--- src/rtl/stk_pkg.sv ---
package stk_pkg;

    typedef enum logic [2:0] {
        CMD_NONE,
        CMD_INT,
        CMD_CALL,
        CMD_RTI,
        CMD_RTS,
        CMD_PUSH,
        CMD_POP
    } stk_cmd_e;

    typedef enum logic [2:0] {
        ST_IDLE,
        ST_PUSH_WR,
        ST_CALL_PC,
        ST_CALL_SR,
        ST_RET_SR,
        ST_RET_PC
    } stk_state_e;

endpackage

--- src/rtl/stk_cmd_arb.sv ---
module stk_cmd_arb
    import stk_pkg::*;
(
    input  logic     en,
    input  logic     cmd_int,
    input  logic     cmd_call,
    input  logic     cmd_rti,
    input  logic     cmd_rts,
    input  logic     cmd_push,
    input  logic     cmd_pop,
    output stk_cmd_e cmd
);
    // Fixed precedence, highest first.
    always_comb begin
        cmd = CMD_NONE;
        if (en) begin
            if (cmd_int)       cmd = CMD_INT;
            else if (cmd_call) cmd = CMD_CALL;
            else if (cmd_rti)  cmd = CMD_RTI;
            else if (cmd_rts)  cmd = CMD_RTS;
            else if (cmd_push) cmd = CMD_PUSH;
            else if (cmd_pop)  cmd = CMD_POP;
        end
    end
endmodule

--- src/rtl/stk_ptr.sv ---
module stk_ptr #(
    parameter int              SP_W = 16,
    parameter logic [SP_W-1:0] BASE = '0
) (
    input  logic            clk,
    input  logic            rst_n,
    input  logic            inc,
    input  logic            dec,
    output logic [SP_W-1:0] sp
);
    localparam logic [SP_W-1:0] ONE = {{(SP_W-1){1'b0}}, 1'b1};

    // Natural modulo-2^SP_W arithmetic gives the wrap.
    always_ff @(posedge clk) begin
        if (!rst_n)   sp <= BASE;
        else if (inc) sp <= sp + ONE;
        else if (dec) sp <= sp - ONE;
    end
endmodule

--- src/rtl/stk_sr_merge.sv ---
module stk_sr_merge #(
    parameter int            DW   = 16,
    parameter logic [DW-1:0] MASK = 'h1F
) (
    input  logic          full,
    input  logic [DW-1:0] cur,
    input  logic [DW-1:0] saved,
    output logic [DW-1:0] merged
);
    always_comb begin
        if (full) merged = saved;
        else      merged = (cur & ~MASK) | (saved & MASK);
    end
endmodule

--- src/rtl/stk_unit.sv ---
module stk_unit
    import stk_pkg::*;
#(
    parameter int              DW      = 16,
    parameter int              SP_W    = 16,
    parameter logic [SP_W-1:0] BASE    = 'h0100,
    parameter logic [DW-1:0]   PX_MASK = 'h001F
) (
    input  logic            clk,
    input  logic            rst_n,
    input  logic            cmd_push,
    input  logic [DW-1:0]   push_data,
    input  logic            cmd_pop,
    input  logic            cmd_call,
    input  logic            cmd_int,
    input  logic            cmd_rts,
    input  logic            cmd_rti,
    input  logic [DW-1:0]   pc_in,
    input  logic [DW-1:0]   sr_in,
    output logic            mem_en,
    output logic            mem_we,
    output logic [SP_W-1:0] mem_addr,
    output logic [DW-1:0]   mem_wdata,
    input  logic [DW-1:0]   mem_rdata,
    output logic            busy,
    output logic            pop_valid,
    output logic [DW-1:0]   pop_data,
    output logic            sr_valid,
    output logic [DW-1:0]   sr_out,
    output logic            pc_valid,
    output logic [DW-1:0]   pc_out,
    output logic [SP_W-1:0] sp
);
    stk_state_e      state_q, state_d;
    stk_cmd_e        cmd;
    logic            sp_inc, sp_dec;
    logic [DW-1:0]   hold_a_q;
    logic [DW-1:0]   hold_b_q;
    logic            is_rti_q;
    logic            pop_pend_q;

    stk_cmd_arb u_arb (
        .en       (state_q == ST_IDLE),
        .cmd_int  (cmd_int),
        .cmd_call (cmd_call),
        .cmd_rti  (cmd_rti),
        .cmd_rts  (cmd_rts),
        .cmd_push (cmd_push),
        .cmd_pop  (cmd_pop),
        .cmd      (cmd)
    );

    stk_ptr #(.SP_W(SP_W), .BASE(BASE)) u_ptr (
        .clk   (clk),
        .rst_n (rst_n),
        .inc   (sp_inc),
        .dec   (sp_dec),
        .sp    (sp)
    );

    stk_sr_merge #(.DW(DW), .MASK(PX_MASK)) u_merge (
        .full   (is_rti_q),
        .cur    (sr_in),
        .saved  (mem_rdata),
        .merged (sr_out)
    );

    // State and capture registers.
    always_ff @(posedge clk) begin
        if (!rst_n) begin
            state_q    <= ST_IDLE;
            hold_a_q   <= '0;
            hold_b_q   <= '0;
            is_rti_q   <= 1'b0;
            pop_pend_q <= 1'b0;
        end else begin
            state_q    <= state_d;
            pop_pend_q <= (cmd == CMD_POP);
            if (cmd != CMD_NONE) begin
                hold_a_q <= (cmd == CMD_PUSH) ? push_data : pc_in;
                hold_b_q <= sr_in;
                is_rti_q <= (cmd == CMD_RTI);
            end
        end
    end

    // Next-state decode.
    always_comb begin
        state_d = state_q;
        unique case (state_q)
            ST_IDLE: begin
                case (cmd)
                    CMD_PUSH:         state_d = ST_PUSH_WR;
                    CMD_CALL, CMD_INT: state_d = ST_CALL_PC;
                    CMD_RTS, CMD_RTI: state_d = ST_RET_SR;
                    default:          state_d = ST_IDLE;
                endcase
            end
            ST_PUSH_WR: state_d = ST_IDLE;
            ST_CALL_PC: state_d = ST_CALL_SR;
            ST_CALL_SR: state_d = ST_IDLE;
            ST_RET_SR:  state_d = ST_RET_PC;
            ST_RET_PC:  state_d = ST_IDLE;
            default:    state_d = ST_IDLE;
        endcase
    end

    // Outputs: memory port and pointer steps.
    always_comb begin
        mem_en    = 1'b0;
        mem_we    = 1'b0;
        mem_addr  = sp;
        mem_wdata = hold_a_q;
        sp_inc    = 1'b0;
        sp_dec    = 1'b0;
        unique case (state_q)
            ST_IDLE: begin
                case (cmd)
                    CMD_PUSH, CMD_CALL, CMD_INT: sp_inc = 1'b1;
                    CMD_POP, CMD_RTS, CMD_RTI: begin
                        mem_en = 1'b1;
                        sp_dec = 1'b1;
                    end
                    default: ;
                endcase
            end
            ST_PUSH_WR: begin
                mem_en = 1'b1;
                mem_we = 1'b1;
            end
            ST_CALL_PC: begin
                mem_en = 1'b1;
                mem_we = 1'b1;
                sp_inc = 1'b1;
            end
            ST_CALL_SR: begin
                mem_en    = 1'b1;
                mem_we    = 1'b1;
                mem_wdata = hold_b_q;
            end
            ST_RET_SR: begin
                mem_en = 1'b1;
                sp_dec = 1'b1;
            end
            ST_RET_PC: ;
            default: ;
        endcase
    end

    assign busy      = (state_q != ST_IDLE);
    assign pop_valid = pop_pend_q;
    assign pop_data  = mem_rdata;
    assign sr_valid  = (state_q == ST_RET_SR);
    assign pc_valid  = (state_q == ST_RET_PC);
    assign pc_out    = mem_rdata;

    AST_RESET_IDLE: assert property (@(posedge clk) !rst_n |=> !busy && !pop_valid && sp == BASE);
    AST_PUSH_STEP: assert property (@(posedge clk) disable iff (!rst_n)
        cmd == CMD_PUSH |=> mem_we && busy && sp == $past(sp) + 1'b1 && mem_addr == sp);
    AST_POP_STEP: assert property (@(posedge clk) disable iff (!rst_n)
        cmd == CMD_POP |=> pop_valid && !busy && sp == $past(sp) - 1'b1);
    AST_CALL_ORDER: assert property (@(posedge clk) disable iff (!rst_n)
        state_q == ST_CALL_SR |-> mem_we && $past(mem_we) && mem_addr == $past(mem_addr) + 1'b1);
    AST_PC_AFTER_SR: assert property (@(posedge clk) disable iff (!rst_n)
        pc_valid |-> $past(sr_valid));
    AST_RTS_KEEP: assert property (@(posedge clk) disable iff (!rst_n)
        sr_valid && !is_rti_q |-> (sr_out & ~PX_MASK) == (sr_in & ~PX_MASK));
    AST_RTI_FULL: assert property (@(posedge clk) disable iff (!rst_n)
        sr_valid && is_rti_q |-> sr_out == mem_rdata);
    AST_BUSY_IGNORE: assert property (@(posedge clk) disable iff (!rst_n)
        busy |-> cmd == CMD_NONE);
    AST_ONE_STROBE: assert property (@(posedge clk) disable iff (!rst_n)
        $countones({pop_valid, sr_valid, pc_valid}) <= 1);
endmodule

--- config.mk ---
export PLATFORM = sky130hd
export DESIGN_NAME = stk_unit
export DESIGN_NICKNAME = d
export VERILOG_FILES = /design/src/rtl/stk_pkg.sv /design/src/rtl/stk_cmd_arb.sv /design/src/rtl/stk_ptr.sv /design/src/rtl/stk_sr_merge.sv /design/src/rtl/stk_unit.sv
export SDC_FILE = /design/constraint.sdc
export NUM_CORES = 1
export LEC_CHECK = 0
export BUFFER_PORTS_ARGS = -buffer_cell sky130_fd_sc_hd__clkbuf_2
export CORE_MARGIN = 5
export CORE_UTILIZATION = 47
export CTS_CLUSTER_DIAMETER = 60
export DETAILED_ROUTE_END_ITERATION = 8
export PLACE_DENSITY = 0.82
export SLEW_MARGIN = 30
export SYNTH_ARGS = -nofsm -noshare
export SYNTH_HDL_FRONTEND = slang
export SYNTH_SLANG_ARGS = --single-unit
--- constraint.sdc ---
create_clock -name clk -period 4.4 [get_ports clk]
set_input_delay 0.44 -clock clk [delete_from_list [all_inputs] [get_ports clk]]
set_output_delay 0.44 -clock clk [all_outputs]
set_load 0.02 [all_outputs]
==> out/metrics.yaml <==
outcome: "completed"
worstPathMaxFanout: 19
cts.repair.resized: 0
grt_use_met3_pct: 3.67
p_total_mw: 2.12
start_util_pct: 48.7
dr_total_vias: 3360
die_w_um: 96.9
vdd_drop_max_mv: 0.191
path_depth: 10
final_area_um2: 4070
synth-seq-area-share_pct: 29.9
gp_congestion: 0.907
setup-tns-final_ns: 0
worstPathCellList: "a2111oi_0 -> or3_1 -> inv_1 -> fa_1 -> nor2b_1 -> o31a_1 -> o211ai_1 -> a31oi_1 -> xnor2_1 -> a211oi_1"
grt_use_total_pct: 19.1
synth-edff-count: 0
syn_inst: 443
hold_viol: 0
ys_async_sr_fraction_pct: 0
min_period_over_period_pct: 76.4
layout.cells.non_filler: 630
fillers: 710
grt_pass1_vias: 3295
cts.clk_slew.worst_paths_ns: 0.10
netlist_area_um2: 3550
hold_slack_ns: 0.351
place_area_um2: 3960
synth-xor-area-share_pct: 2.22
ff_latch_area_um2: 1060
synthSimpleGateAreaFrac_pct: 20.6
drive_above_1_share_pct: 38.0
cts-root-buf: "clkbuf_8"
synth_ff_type: "dfxtp_1"
synth_top_area_cell: "dfxtp_1"
r2r.worst_path.cells: 10
chipHeight_um: 96.9
met1_usage_pct: 24.0
maxSlewHeadroom_pct: 45.0
htreeDepth: 2
worst_slew_pin_slew_ns: 0.823
p_leak_nw: 1.97
die-area_um2: 9390
drv_slew: 0
coreArea_um2: 7290
syn2layout_area_growth_pct: 14.7
multiInputGateArea_um2: 1970
hold_buffers: 0
fin_ws_ns: 1.04
syn_avg_cell_area_um2: 8.02
r2r-start: "state_q[1]"
cts_inserted_buffers: 5
synth_area_leaders: "dfxtp_1 30%, buf_4 12%, mux2_2 8.6%"
worst-path-buf-inv: 1
dp.cells: 621
synth-adder-area-share_pct: 5.85
powerDensity_nw_per_um2: 521
synth_top_area_share_pct: 29.9
synth_top_family_by_area: "simple AND/OR/NAND/NOR gates"
wl_per_cell_um: 14.8
fin_skew_ns: 0.00706
synth_cell_types: 52
cts_tree: "yes"
insertion_delay_ns: 0.30
grt_setup_unrepaired: "false"
cp-startpoint: "state_q[1]"
avgViaCountPerCell: 5.33
synth_mux_area_share_pct: 8.84
io_buffers: 153
dpl.hpwl_um: 7240
grt_max_degree: 49
critPathMaxStageDelay_ns: 0.64
crit_type: "flip-flop to flip-flop"
num-nets-final: 618
holdCritPathClass: "input port to flip-flop"
grt_overflow: 0
holdPathStages: 3
antenna_left: 0
clockBufferDepth: 2
end_kind: "flip-flop"
grt_antenna_before_repair: 0
dp_slack_ns: 0.857
cts.sinks: 53
syn-num-nets: 531
crit_arrival_ns: 3.57
setup_violations: 0
io_pins: 174
reg2reg_slack_ns: 1.04
grtUsageMet2_pct: 33.0
wl_um: 9330
cp_top_family: "compound AO/OA/AOI/OAI gates"
min_from: "sr_in[1]"
drt_iter0_drc: 125
drc: 0
drtPass1Iterations: 6
rows: 31
min_period_ns: 3.36
startpoint_type: "flip-flop"
cap_violations: 0
synth-seq-cells: 53
fmaxAchievable_mhz: 297
fin_util_pct: 55.9
yosys_warnings: 0
post_cts_buffers: 0
grt-busiest-layer: "met2"
diodes: 0
grt_pass1_wl_um: 15400
synth_compound_gate_area_share_pct: 17.7
required_ns: 4.61
worst_path_max_delay_cell: "or3_1"
[report_power, final]
group          switching [mW]  internal [mW]
combinational           0.702          0.448
clock                   0.166          0.113
sequential              0.102          0.589
total                   0.970           1.15
[layer usage]
| layer | up-vias | wire [um] |
|---|---|---|
| met1 | 1537 | 4020 |
| li1 | 1684 | - |
| met5 | - | 0 |
| met2 | 124 | 4630 |
| met3 | 15 | 565 |
| met4 | 0 | 120 |
[layout by cell type (no fill, tap or decap), types with 5 or more instances in the layout]
| master | n |
|---|---|
| o21ai_0 | 15 |
| a311oi_1 | 16 |
| dfxtp_1 | 53 |
| a211oi_1 | 6 |
| clkbuf_2 | 153 |
| nor3_1 | 8 |
| nand2_1 | 79 |
| inv_1 | 5 |
| clkbuf_8 | 5 |
| xnor2_1 | 9 |
| a21oi_1 | 28 |
| ha_1 | 15 |
| mux2_2 | 27 |
| nand3_1 | 13 |
| nor2_1 | 36 |
[cell families (layout without fill, tap and decap cells)]
| group | count (synthesis) | in the layout |
|---|---|---|
| and+or+nand+nor | 161 | 161 |
| DFF | 53 | 53 |
| muxes | 28 | 28 |
| xor gates and xnor gates | 9 | 9 |
| AOI/OAI and AO/OA | 94 | 94 |
| adders and majority gates | 16 | 16 |
| buffers and inverters | 82 | 170 |
[cells in the mapped netlist, types with 3 or more instances]
cell and n:
ha_1 15, buf_2 7, a211oi_1 6, nor2_1 37, mux2_2 27, xnor2_1 9, o31ai_1 3, and3_1 3
clkbuf_1 11, or3_1 3, a31oi_1 3, o211ai_1 3, buf_4 55, o21ai_0 15, nand3_1 13, a311oi_1 16
dfxtp_1 53, a21o_1 4, a21oi_1 28, o21a_1 4, and2_1 3, nor3_1 8, inv_1 5, nand2_1 79
nor2b_1 3
[layout make-up]
class	count	area share, %
flip-flops and latches	53	26.0
inverters	6	0.553
well taps	99	3.04
clock inverters	3	0.553
multi-input cells	308	48.3
clock buffers	5	1.69
repair buffers	156	19.8
[worst register-to-register path: stages, from the launching register on]
cell and delay [ns]:
dfxtp_1 0.43, a2111oi_0 0.40, or3_1 0.64, inv_1 0.14
fa_1 0.44, nor2b_1 0.16, o31a_1 0.23, o211ai_1 0.14
a31oi_1 0.35, xnor2_1 0.11, a211oi_1 0.25
[flip-flops by register name, summed over array words and instances, names as in the netlist]
register,cells
hold_b_q,16
is_rti_q,1
pop_valid,1
u_ptr.sp,16
hold_a_q,16
state_q,3
[path summary, 6_finish.rpt]
path / endpoint
worst max-delay path: u_ptr.sp[12]
worst min-delay path: hold_b_q[1]
worst max register to register: u_ptr.sp[12]
worst min register to register: hold_b_q[8]
Note: power is estimated with default switching activity, not from simulation.
